**config.mk**
```make
export PLATFORM = sky130hd
export DESIGN_NAME = rx_trig_fifo
export DESIGN_NICKNAME = d
export VERILOG_FILES = /design/src/rtl/rxq_pkg.sv /design/src/rtl/rxq_store.sv /design/src/rtl/rxq_timer.sv /design/src/rtl/rx_trig_fifo.sv
export SDC_FILE = /design/constraint.sdc
export NUM_CORES = 1
export LEC_CHECK = 0
export ABC_AREA = 1
export BUFFER_PORTS_ARGS = -buffer_cell sky130_fd_sc_hd__buf_2
export CORE_MARGIN = 1.5
export CORE_UTILIZATION = 45
export CTS_CLUSTER_SIZE = 14
export DETAILED_ROUTE_END_ITERATION = 8
export PLACE_DENSITY_LB_ADDON = 0.12
export SLEW_MARGIN = 15
export SYNTH_ARGS = -nofsm -noshare
export SYNTH_HDL_FRONTEND = slang
export SYNTH_SLANG_ARGS = --single-unit
```
**constraint.sdc**
```tcl
create_clock -name clk -period 2.9 [get_ports clk]
set_input_delay 0.29 -clock clk [delete_from_list [all_inputs] [get_ports clk]]
set_output_delay 0.29 -clock clk [all_outputs]
set_load 0.03 [all_outputs]
```
**src/rtl/rxq_pkg.sv**
```systemverilog
package rxq_pkg;

    localparam int DATA_W = 8;
    localparam int ERR_W  = 3;
    localparam int TICK_W = 6;

    typedef struct packed {
        logic [ERR_W-1:0]  err;
        logic [DATA_W-1:0] data;
    } rxq_entry_t;

    // threshold in characters for each select code
    function automatic int unsigned trig_level(input logic [1:0] sel);
        case (sel)
            2'd0:    return 1;
            2'd1:    return 4;
            2'd2:    return 8;
            default: return 14;
        endcase
    endfunction

    // four character times: start + data + stop bits, times four
    function automatic logic [TICK_W-1:0] idle_limit(input logic [1:0] wl);
        int unsigned bits;
        bits = 5 + int'(wl) + 2;
        return TICK_W'(4 * bits);
    endfunction

endpackage

```
**src/rtl/rxq_store.sv**
```systemverilog
module rxq_store
    import rxq_pkg::*;
#(
    parameter int DEPTH = 16,
    localparam int AW = $clog2(DEPTH),
    localparam int CW = $clog2(DEPTH + 1)
) (
    input  logic          clk,
    input  logic          rst,
    input  logic          clr,
    input  logic          push,
    input  logic          pop,
    input  rxq_entry_t    din,
    output rxq_entry_t    dout,
    output logic [CW-1:0] count,
    output logic          lost
);

    rxq_entry_t    mem [DEPTH];
    logic [AW-1:0] wptr, rptr;
    logic          full, is_empty, push_ok, pop_ok;

    assign full     = (count == CW'(DEPTH));
    assign is_empty = (count == '0);
    assign push_ok  = push && !full;
    assign pop_ok   = pop && !is_empty;
    assign dout     = mem[rptr];

    always_ff @(posedge clk) begin
        if (push_ok && !clr) mem[wptr] <= din;
    end

    always_ff @(posedge clk) begin
        if (rst || clr) begin
            wptr  <= '0;
            rptr  <= '0;
            count <= '0;
            lost  <= 1'b0;
        end else begin
            if (push_ok)
                wptr <= (wptr == AW'(DEPTH - 1)) ? '0 : wptr + 1'b1;
            if (pop_ok)
                rptr <= (rptr == AW'(DEPTH - 1)) ? '0 : rptr + 1'b1;
            case ({push_ok, pop_ok})
                2'b10:   count <= count + 1'b1;
                2'b01:   count <= count - 1'b1;
                default: count <= count;
            endcase
            if (push && full) lost <= 1'b1;
        end
    end

endmodule

```
**src/rtl/rxq_timer.sv**
```systemverilog
module rxq_timer
    import rxq_pkg::*;
(
    input  logic              clk,
    input  logic              rst,
    input  logic              clr,
    input  logic              activity,
    input  logic              idle_empty,
    input  logic              tick,
    input  logic [TICK_W-1:0] limit,
    output logic              expired
);

    logic [TICK_W-1:0] cnt;

    always_ff @(posedge clk) begin
        if (rst || clr || activity || idle_empty) begin
            cnt     <= '0;
            expired <= 1'b0;
        end else if (tick && !expired) begin
            if (cnt == limit - 1'b1) expired <= 1'b1;
            else                     cnt     <= cnt + 1'b1;
        end
    end

endmodule

```
**src/rtl/rx_trig_fifo.sv**
```systemverilog
module rx_trig_fifo
    import rxq_pkg::*;
#(
    parameter int DEPTH = 16,
    localparam int CW = $clog2(DEPTH + 1)
) (
    input  logic              clk,
    input  logic              rst,
    input  logic              wr_en,
    input  logic [DATA_W-1:0] wr_data,
    input  logic [ERR_W-1:0]  wr_err,
    input  logic              rd_en,
    output logic [DATA_W-1:0] rd_data,
    output logic [ERR_W-1:0]  rd_err,
    input  logic [1:0]        trig_sel,
    input  logic [1:0]        word_len,
    input  logic              bit_tick,
    input  logic              fifo_clr,
    output logic              rts,
    output logic              dma_req,
    output logic              timeout,
    output logic              empty,
    output logic              overrun
);

    rxq_entry_t    din, dout;
    logic [CW-1:0] count;
    logic [CW-1:0] thr;
    logic          above, above_q, to_q, traffic;

    assign din.data = wr_data;
    assign din.err  = wr_err;

    rxq_store #(.DEPTH(DEPTH)) u_store (
        .clk   (clk),
        .rst   (rst),
        .clr   (fifo_clr),
        .push  (wr_en),
        .pop   (rd_en),
        .din   (din),
        .dout  (dout),
        .count (count),
        .lost  (overrun)
    );

    assign empty   = (count == '0);
    assign traffic = wr_en || (rd_en && !empty);

    rxq_timer u_timer (
        .clk        (clk),
        .rst        (rst),
        .clr        (fifo_clr),
        .activity   (traffic),
        .idle_empty (empty),
        .tick       (bit_tick),
        .limit      (idle_limit(word_len)),
        .expired    (timeout)
    );

    assign thr     = CW'(trig_level(trig_sel));
    assign above   = (count >= thr);
    assign rts     = !above;
    assign rd_data = dout.data;
    assign rd_err  = dout.err;

    always_ff @(posedge clk) begin
        if (rst) begin
            above_q <= 1'b0;
            to_q    <= 1'b0;
        end else begin
            above_q <= above;
            to_q    <= timeout;
        end
    end

    assign dma_req = (above && !above_q) || (timeout && !to_q);

endmodule

```
==> impl_summary.log, run 1 <==
[metrics] cts bufs inserted: 23
[metrics] buffers and inverters on the worst path: 2
[metrics] worst-margin pin slew: 0.993 ns
[metrics] wire length of the first global-routing pass: 29.3 mm
[metrics] Total Wirelength: between 15 and 20 mm
[metrics] number of buffers inserted by post-CTS setup repair: 0
[metrics] ant diodes: 0
[metrics] layout cell share with drive strength beyond 1: 11.2%
[metrics] status: finished clean
[metrics] RePlAce Congestion: approximately 0.8
[metrics] drc violations: 0
[metrics] Die Span X: 142 um
[metrics] clock latency reported for the late side of the worst-skew pair: slightly below 0.5 ns
[metrics] Worst Hold Slack: between 0.02 and 0.025 ns
[metrics] number of violations reported at the end of detailed-routing iteration 0: approximately 340
[metrics] cells traversed along the worst timing path: buf_12, o211ai_1, nand3_1, nand3_1, nand2_1, buf_2
[metrics] clock tree skew after final layout: between 0.01 and 0.015 ns
[metrics] synthesis-to-layout area growth: 13.7%
[metrics] Fin. Hold Viols: 0
[metrics] fin crit share: 88.3%
[metrics] Slowest Stage Delay on Critical Path: 0.73 ns
[metrics] post-route worst setup slack: 0.338 ns
[metrics] worst hold path type: in2reg
[metrics] number of instances in the synthesized netlist: approximately 800
[metrics] cell leakage power: ~3.7 nW
[metrics] endpoint of the worst setup timing path: rd_data[5]
[metrics] GR Overflow Total: 0
[metrics] vias in the first global route: 5394
[metrics] synthesized area divided by synthesized cell count: around 11 um2
[metrics] overall global routing resource usage: 19.0%
[metrics] cell count along the critical path: 6
[metrics] number of flip-flops and latches in the synthesized netlist: 203
[metrics] vertical die dimension: 142 um
[metrics] maximum level of the CTS H-tree: 1
[metrics] sequential share of the synthesized area: 66.9%
[metrics] final std cells w/o fill: 1112
[metrics] FF-to-FF Start: u_store.count[0]$_SDFFE_PP0P_
[metrics] post-route cell area: 0.00990 mm2
[metrics] RR Endpoint: u_store.count[4]$_SDFFE_PP0P_
[metrics] via density per instance: 5.11
[metrics] library cells used by synthesis: 28
[metrics] fillers: 1662
[metrics] Rel. slew slack: 33.7%
[metrics] Worst Path Required: approximately 2.6 ns
[metrics] Max Fclk: 0.390 GHz
[metrics] pin count of the biggest net entering global routing: 89
[metrics] commonest non-fill, non-tap cell in the layout: edfxtp_1
[metrics] antenna violations before repair: 0
[metrics] Worst setup SP type: register
[metrics] initial cell density of the core: a little under half
[metrics] final core utilization: 52.6%
[metrics] Yosys warning total: 0
[metrics] worst-case setup slack after placement: 0.627 ns
[metrics] via count of the routed design: 5680
[metrics] clock period minus worst slack: 2.56 ns
[metrics] number of clock sinks seen by CTS: roughly 200
[metrics] CP dominant cell by count: nand3_1
[metrics] Power Total: 6.23 mW
[metrics] reg2reg path depth: 15
[metrics] Core Footprint: 0.0188 mm2
[metrics] setup slack of the worst register-to-register path: a little over 0.6 ns
[metrics] number of slew-limit violations in the final report: 0
[metrics] Peak supply drop: 0.471 mV
[metrics] crit end category: output port
[metrics] crit-path max FO: 60
[metrics] FP Rows: 50
[metrics] max-cap viol count: 0
[metrics] syn nets: 823
[metrics] clock input transition at the sequential cells of the worst setup and hold paths: 0.06 ns
[metrics] PD cells: 630 mW/mm2
[metrics] number of placed I/O pins: 37
[metrics] number of nets in the final layout: 870
[metrics] number of hold buffers added after cts: 0
[metrics] CTS Root Buffer Type: clkbuf_16
[metrics] Syn Std Cell Area: 0.00871 mm2
[metrics] total of endpoints with negative setup slack in the final report: 0
[metrics] estimated wirelength of the detail-placed design: 11.1 mm
[metrics] antenna viol nets, final: 0
[metrics] cell area after placement: 0.00924 mm2
[metrics] number of instances in the placed design: 1071
[metrics] TritonRoute pass-1 iters: 4
[metrics] RSZ-0062 raised after global routing: no
[metrics] average detailed-routed wire length per instance: 16.9 um
[metrics] cell family with the largest share of critical-path delay: flip-flops
[metrics] total die area: 0.0202 mm2
[metrics] critical path arrival: 2.27 ns
[metrics] critical-path cell with the highest stage delay: dfxtp_4
[metrics] number of cells upsized or downsized after cts: 0
[metrics] Port Buffers: 36
[metrics] most used cells in the layout excluding fill and tap cells: edfxtp_1 (176), inv_1 (128), nand2_1 (114)
[metrics] TritonCTS clock tree: built
[metrics] maximum buffer depth of the clock tree: 3
[metrics] setup total negative slack: 0 ns
[metrics] crit path kind: reg2out
[worst min path at each step]
| stage | endpoint | cells past startpoint | slack [ns] | start |
|---|---|---|---|---|
| 2_1_floorplan | above_q$_SDFF_PP0_ | 1 | 0.36 | rst |
| 3_3_place_gp | u_store.lost$_SDFFE_PP0P_ | 2 | 0.46 | u_store.lost$_SDFFE_PP0P_ |
| 3_5_place_dp | u_store.lost$_SDFFE_PP0P_ | 2 | 0.47 | u_store.lost$_SDFFE_PP0P_ |
| 4_1_cts | above_q$_SDFF_PP0_ | 2 | 0.01 | rst |
| 5_1_grt | above_q$_SDFF_PP0_ | 2 | 0.03 | rst |
| 6_report | above_q$_SDFF_PP0_ | 2 | 0.02 | rst |
[cell usage after synthesis, drive strengths merged]
cell type    n  area, um2
a21boi       1       7.51
a21oi       58        290
buf         21        141
clkbuf      14       52.6
dfxtp       27        541
edfxtp     176       5290
ha          13        163
inv        128        480
nand2      116        440
nand3       80        400
nand3b       3       35.0
nand4        3       18.8
nor2        35        139
nor3         5       25.0
o211ai      44        330
o21ai       54        270
o21bai       1       7.51
o22ai        1       6.26
or2          1       6.26
xnor2        1       8.76
xor2         7       61.3
[power by group]
part,switching (mW),leakage (nW),internal (mW)
Clock,1.05,0.316,1.49
Sequential,0.0292,1.81,3.20
Combinational,0.323,1.58,0.142
Total,1.40,3.71,4.83
[sequential cells by signal, indices dropped and copies added, names as in the netlist, named ones only]
name	flops
u_store.lost	1
to_q	1
u_store.count	5
u_timer.cnt	6
u_store.wptr	4
u_store.rptr	4
u_timer.expired	1
u_store.mem	176
above_q	1
[cells by family (layout without fill, tap and decap cells)]
family | count (synthesis) | count (layout) | synth area share [%]
buffers and inverters | 163 | 226 | 7.74
adders and majority gates | 13 | 13 | 1.87
AOI/OAI and AO/OA | 159 | 159 | 10.5
DFF | 203 | 203 | 66.9
xor gates and xnor gates | 8 | 8 | 0.805
and+or+nand+nor | 243 | 243 | 12.2
[cell type report]
| class | count | area [um2] | area share [%] |
|---|---|---|---|
| clock inverter | 6 | 28.8 | 0.291 |
| tap | 260 | 325 | 3.29 |
| timing repair buffer | 57 | 375 | 3.79 |
| multi-input combinational | 423 | 2230 | 22.5 |
| sequential | 203 | 5830 | 58.9 |
| inverter | 128 | 480 | 4.85 |
| clock buffer | 35 | 631 | 6.37 |
[per-layer routing]
layer,GRT usage [%],vias to the layer above,part of all wire (%)
li1,-,2810,-
met1,26.8,2735,47
met2,31.7,121,47
met3,2.99,14,4.8
met4,3.53,0,0.97
met5,0,-,0
(Power assumes the default switching activity.)
==> run 2, diff against run 1 <==
--- a/config.mk
+++ b/config.mk
@@ -5,7 +5,6 @@
 export SDC_FILE = /design/constraint.sdc
 export NUM_CORES = 1
 export LEC_CHECK = 0
-export ABC_AREA = 1
 export BUFFER_PORTS_ARGS = -buffer_cell sky130_fd_sc_hd__buf_2
 export CORE_MARGIN = 1.5
 export CORE_UTILIZATION = 45
==> impl_summary.log, run 2 <==
[metrics] Die Span X: between 100 and 150 um
[metrics] Worst setup SP type: register
[metrics] number of placed I/O pins: 37
[metrics] fillers: 1455
[metrics] Worst Path Required: approximately 2.6 ns
[metrics] RePlAce Congestion: 0.734
[metrics] clock period minus worst slack: between 2 and 3 ns
[metrics] setup slack of the worst register-to-register path: 0.22 ns
[metrics] fin crit share: 93.9%
[metrics] initial cell density of the core: between 40% and 50%
[metrics] GR Overflow Total: 0
[metrics] post-route worst setup slack: 0.176 ns
[metrics] number of instances in the synthesized netlist: 465
[metrics] Rel. slew slack: 57.2%
[metrics] status: finished clean
[metrics] worst hold path type: in2reg
[metrics] number of cells upsized or downsized after cts: 0
[metrics] Syn Std Cell Area: 0.00820 mm2
[metrics] sequential share of power: 50.9%
[metrics] synthesis-to-layout area growth: 17.4%
[metrics] number of instances in the placed design: 740
[metrics] Slowest Stage Delay on Critical Path: 0.51 ns
[metrics] via density per instance: between 5 and 6
[metrics] TritonRoute pass-1 iters: 4
[metrics] antenna viol nets, final: 0
[metrics] maximum level of the CTS H-tree: 1
[metrics] Yosys warning total: 0
[metrics] critical path arrival: 2.43 ns
[metrics] share of Yosys cell area claimed by the top area cell type: between 60 and 70%
[metrics] syn nets: 499
[metrics] Total Wirelength: 17.2 mm
[metrics] antenna violations before repair: 0
[metrics] wire length of the first global-routing pass: approximately 27 mm
[metrics] Hold Path End: u_timer.expired$_SDFFE_PP0P_
[metrics] clock input transition at the sequential cells of the worst setup and hold paths: roughly 0.060 ns
[metrics] reg2reg path depth: 9
[metrics] switching component of the power: 1.25 mW
[metrics] layout cell share with drive strength beyond 1: 29.8%
[metrics] FF-to-FF Start: u_store.count[1]$_SDFFE_PP0P_
[metrics] switching power share of the total: 19.8%
[metrics] cell leakage power: 3.21 nW
[metrics] internal cell power: 5.04 mW
[metrics] drc violations: 0
[metrics] clock tree skew after final layout: 0.00653 ns
[metrics] part of the total power dissipated in combinational logic: about 4.3%
[metrics] pin count of the biggest net entering global routing: 45
[metrics] max reg flops: 176
[metrics] number of synthesized flops with an enable pin: 176
[metrics] worst-margin pin slew: 0.642 ns
[metrics] vias in the first global route: approximately 4600
[metrics] Min-Delay Startpoint: bit_tick
[metrics] dominant cell type by area after synthesis: edfxtp_1
[metrics] Max Fclk: roughly 0.37 GHz
[metrics] number of hold buffers added after cts: 1
[metrics] via count of the routed design: 4409
[metrics] critical-path cell with the highest stage delay: mux4_2
[metrics] average detailed-routed wire length per instance: 22.0 um
[metrics] crit end category: output port
[metrics] max-cap viol count: 0
[metrics] total die area: 0.0190 mm2
[metrics] share of total power in the clock network: 44.8%
[metrics] cells traversed along the worst timing path: buf_12, buf_4, mux4_2, a22oi_1, nand2_1, buf_2
[metrics] most used cells in the layout excluding fill and tap cells: edfxtp_1 (176), mux4_2 (44), buf_2 (36)
[metrics] PD cells: 654 mW/mm2
[metrics] RR Endpoint: u_store.count[4]$_SDFFE_PP0P_
[metrics] synthesized area divided by synthesized cell count: 17.6 um2
[metrics] vertical die dimension: roughly 140 um
[metrics] library cells used by synthesis: 52
[metrics] crit-path max FO: 18
[metrics] register bank with the most flops: u_store.mem
[metrics] maximum buffer depth of the clock tree: 3
[metrics] number of flip-flops and latches in the synthesized netlist: 203
[metrics] FP Rows: between 40 and 50
[metrics] number of buffers inserted by post-CTS setup repair: 0
[metrics] estimated wirelength of the detail-placed design: 10.9 mm
[metrics] Peak supply drop: around 0.44 mV
[metrics] sequential share of the synthesized area: 71.0%
[metrics] clock latency reported for the late side of the worst-skew pair: 0.50 ns
[metrics] Synth area leaders: edfxtp_1 (64%), mux4_2 (12%), dfxtp_1 (6.6%)
[metrics] most numerous cell types in the synthesized netlist: edfxtp_1 (176), mux4_2 (44), nor2_1 (28)
[metrics] crit path kind: reg2out
[metrics] overall global routing resource usage: 18.4%
[metrics] number of nets in the final layout: 570
[metrics] fraction of registers with async set/reset: 0%
[metrics] final std cells w/o fill: 780
[metrics] setup total negative slack: 0 ns
[metrics] total of endpoints with negative setup slack in the final report: 0
[metrics] Most used DFF post-synth: edfxtp_1
[metrics] cell depth of the worst hold path: 3
[metrics] post-route cell area: between 0.009 and 0.01 mm2
[metrics] RSZ-0062 raised after global routing: no
[metrics] worst-case setup slack after placement: around 0.25 ns
[metrics] Fin. Hold Viols: 0
[metrics] Power Total: 6.29 mW
[metrics] Core Footprint: about 0.018 mm2
[metrics] cts bufs inserted: 22
[metrics] number of slew-limit violations in the final report: 0
[metrics] TritonCTS clock tree: built
[metrics] biggest registers after layout: u_store.mem x176, u_timer.cnt x6, u_store.count x5
[metrics] CTS Root Buffer Type: clkbuf_16
[metrics] cell area after placement: ~0.0089 mm2
[metrics] number of clock sinks seen by CTS: 203
[metrics] Port Buffers: 36
[metrics] commonest non-fill, non-tap cell in the layout: edfxtp_1
[metrics] number of violations reported at the end of detailed-routing iteration 0: 245
[metrics] cell with the most instances after synthesis: edfxtp_1
[run 2: cell types whose count changed after synthesis, moves of 6 or more]
cell and delta:
inv_1 -116, a21oi_1 -50, mux4_2 +44, nand3_1 -77
a22oi_1 +22, o21ai_0 -46, a21oi_2 +6, or3_1 +6
mux2i_1 +6, nor2_1 -6, nand2_1 -88, buf_2 -6
o211ai_1 -42
[run 2: layout make-up]
cell class / instances / area (um2) / share of cell area (%)
Sequential cell: 203 / 5830 / 60.5
Multi-Input combinational cell: 227 / 2240 / 23.3
Clock buffer: 28 / 614 / 6.38
Timing Repair Buffer: 70 / 488 / 5.07
Tap cell: 229 / 287 / 2.98
Clock inverter: 10 / 121 / 1.26
Inverter: 12 / 45.0 / 0.468
Antenna cell: 1 / 2.50 / 0.0260
[run 2: stage by stage]
step / utilization, % / hold slack, ns
5_1_grt: 53.8 / 0.0819
6_report: 53.8 / 0.0702
2_1_floorplan: - / 0.357
3_3_place_gp: 49.6 / 0.468
4_1_cts: 53.8 / 0.0566
3_5_place_dp: 49.6 / 0.464
[run 2: cell families after synthesis]
| family | after synthesis | share of synthesized area (%) |
|---|---|---|
| muxes | 51 | 13.0 |
| and+or+nand+nor | 93 | 5.84 |
| adders and majority gates | 13 | 1.98 |
| AOI/OAI and AO/OA | 64 | 5.64 |
| buffers and inverters | 35 | 1.91 |
| DFF | 203 | 71.0 |
| xor gates and xnor gates | 6 | 0.641 |
[run 2: worst max path at each step]
| stage | cells past startpoint | startpoint | slack, ns | end |
|---|---|---|---|---|
| after detailed placement | 9 | u_store.count[1]$_SDFFE_PP0P_ | 0.25 | u_store.count[4]$_SDFFE_PP0P_ |
| after global placement | 10 | u_store.count[1]$_SDFFE_PP0P_ | 0.32 | u_store.count[4]$_SDFFE_PP0P_ |
| after global routing | 6 | register | 0.0005 | rd_data[5] |
| after CTS | 6 | register | 0.11 | rd_data[5] |
| after floorplan | 12 | u_store.count[1]$_SDFFE_PP0P_ | 0.28 | u_store.count[4]$_SDFFE_PP0P_ |
| final | 6 | register | 0.18 | rd_data[5] |
[run 2: critical path: cells and delay by family (launching register included)]
kind,cells,cell delay [ns]
AND/OR/NAND/NOR,1,0.09
multiplexers,1,0.51
flip-flops,1,0.49
buffers and inverters,3,0.61
AO/OA/AOI/OAI,1,0.22
[run 2: routing by layer]
metal | global-route usage [%] | routed length [um]
met1 | 24.6 | 7320
met4 | 5.71 | 420
met5 | 0 | 0
met2 | 30.9 | 8610
met3 | 3.26 | 821
[run 2: power by group through the flow]
stage	sequential, mW	combinational [mW]	clock (mW)
global route	3.20	0.296	2.98
floorplan	3.26	0.169	0
finish	3.20	0.269	2.82
global placement	3.26	0.264	0
CTS	3.20	0.274	2.89
detailed placement	3.26	0.273	0
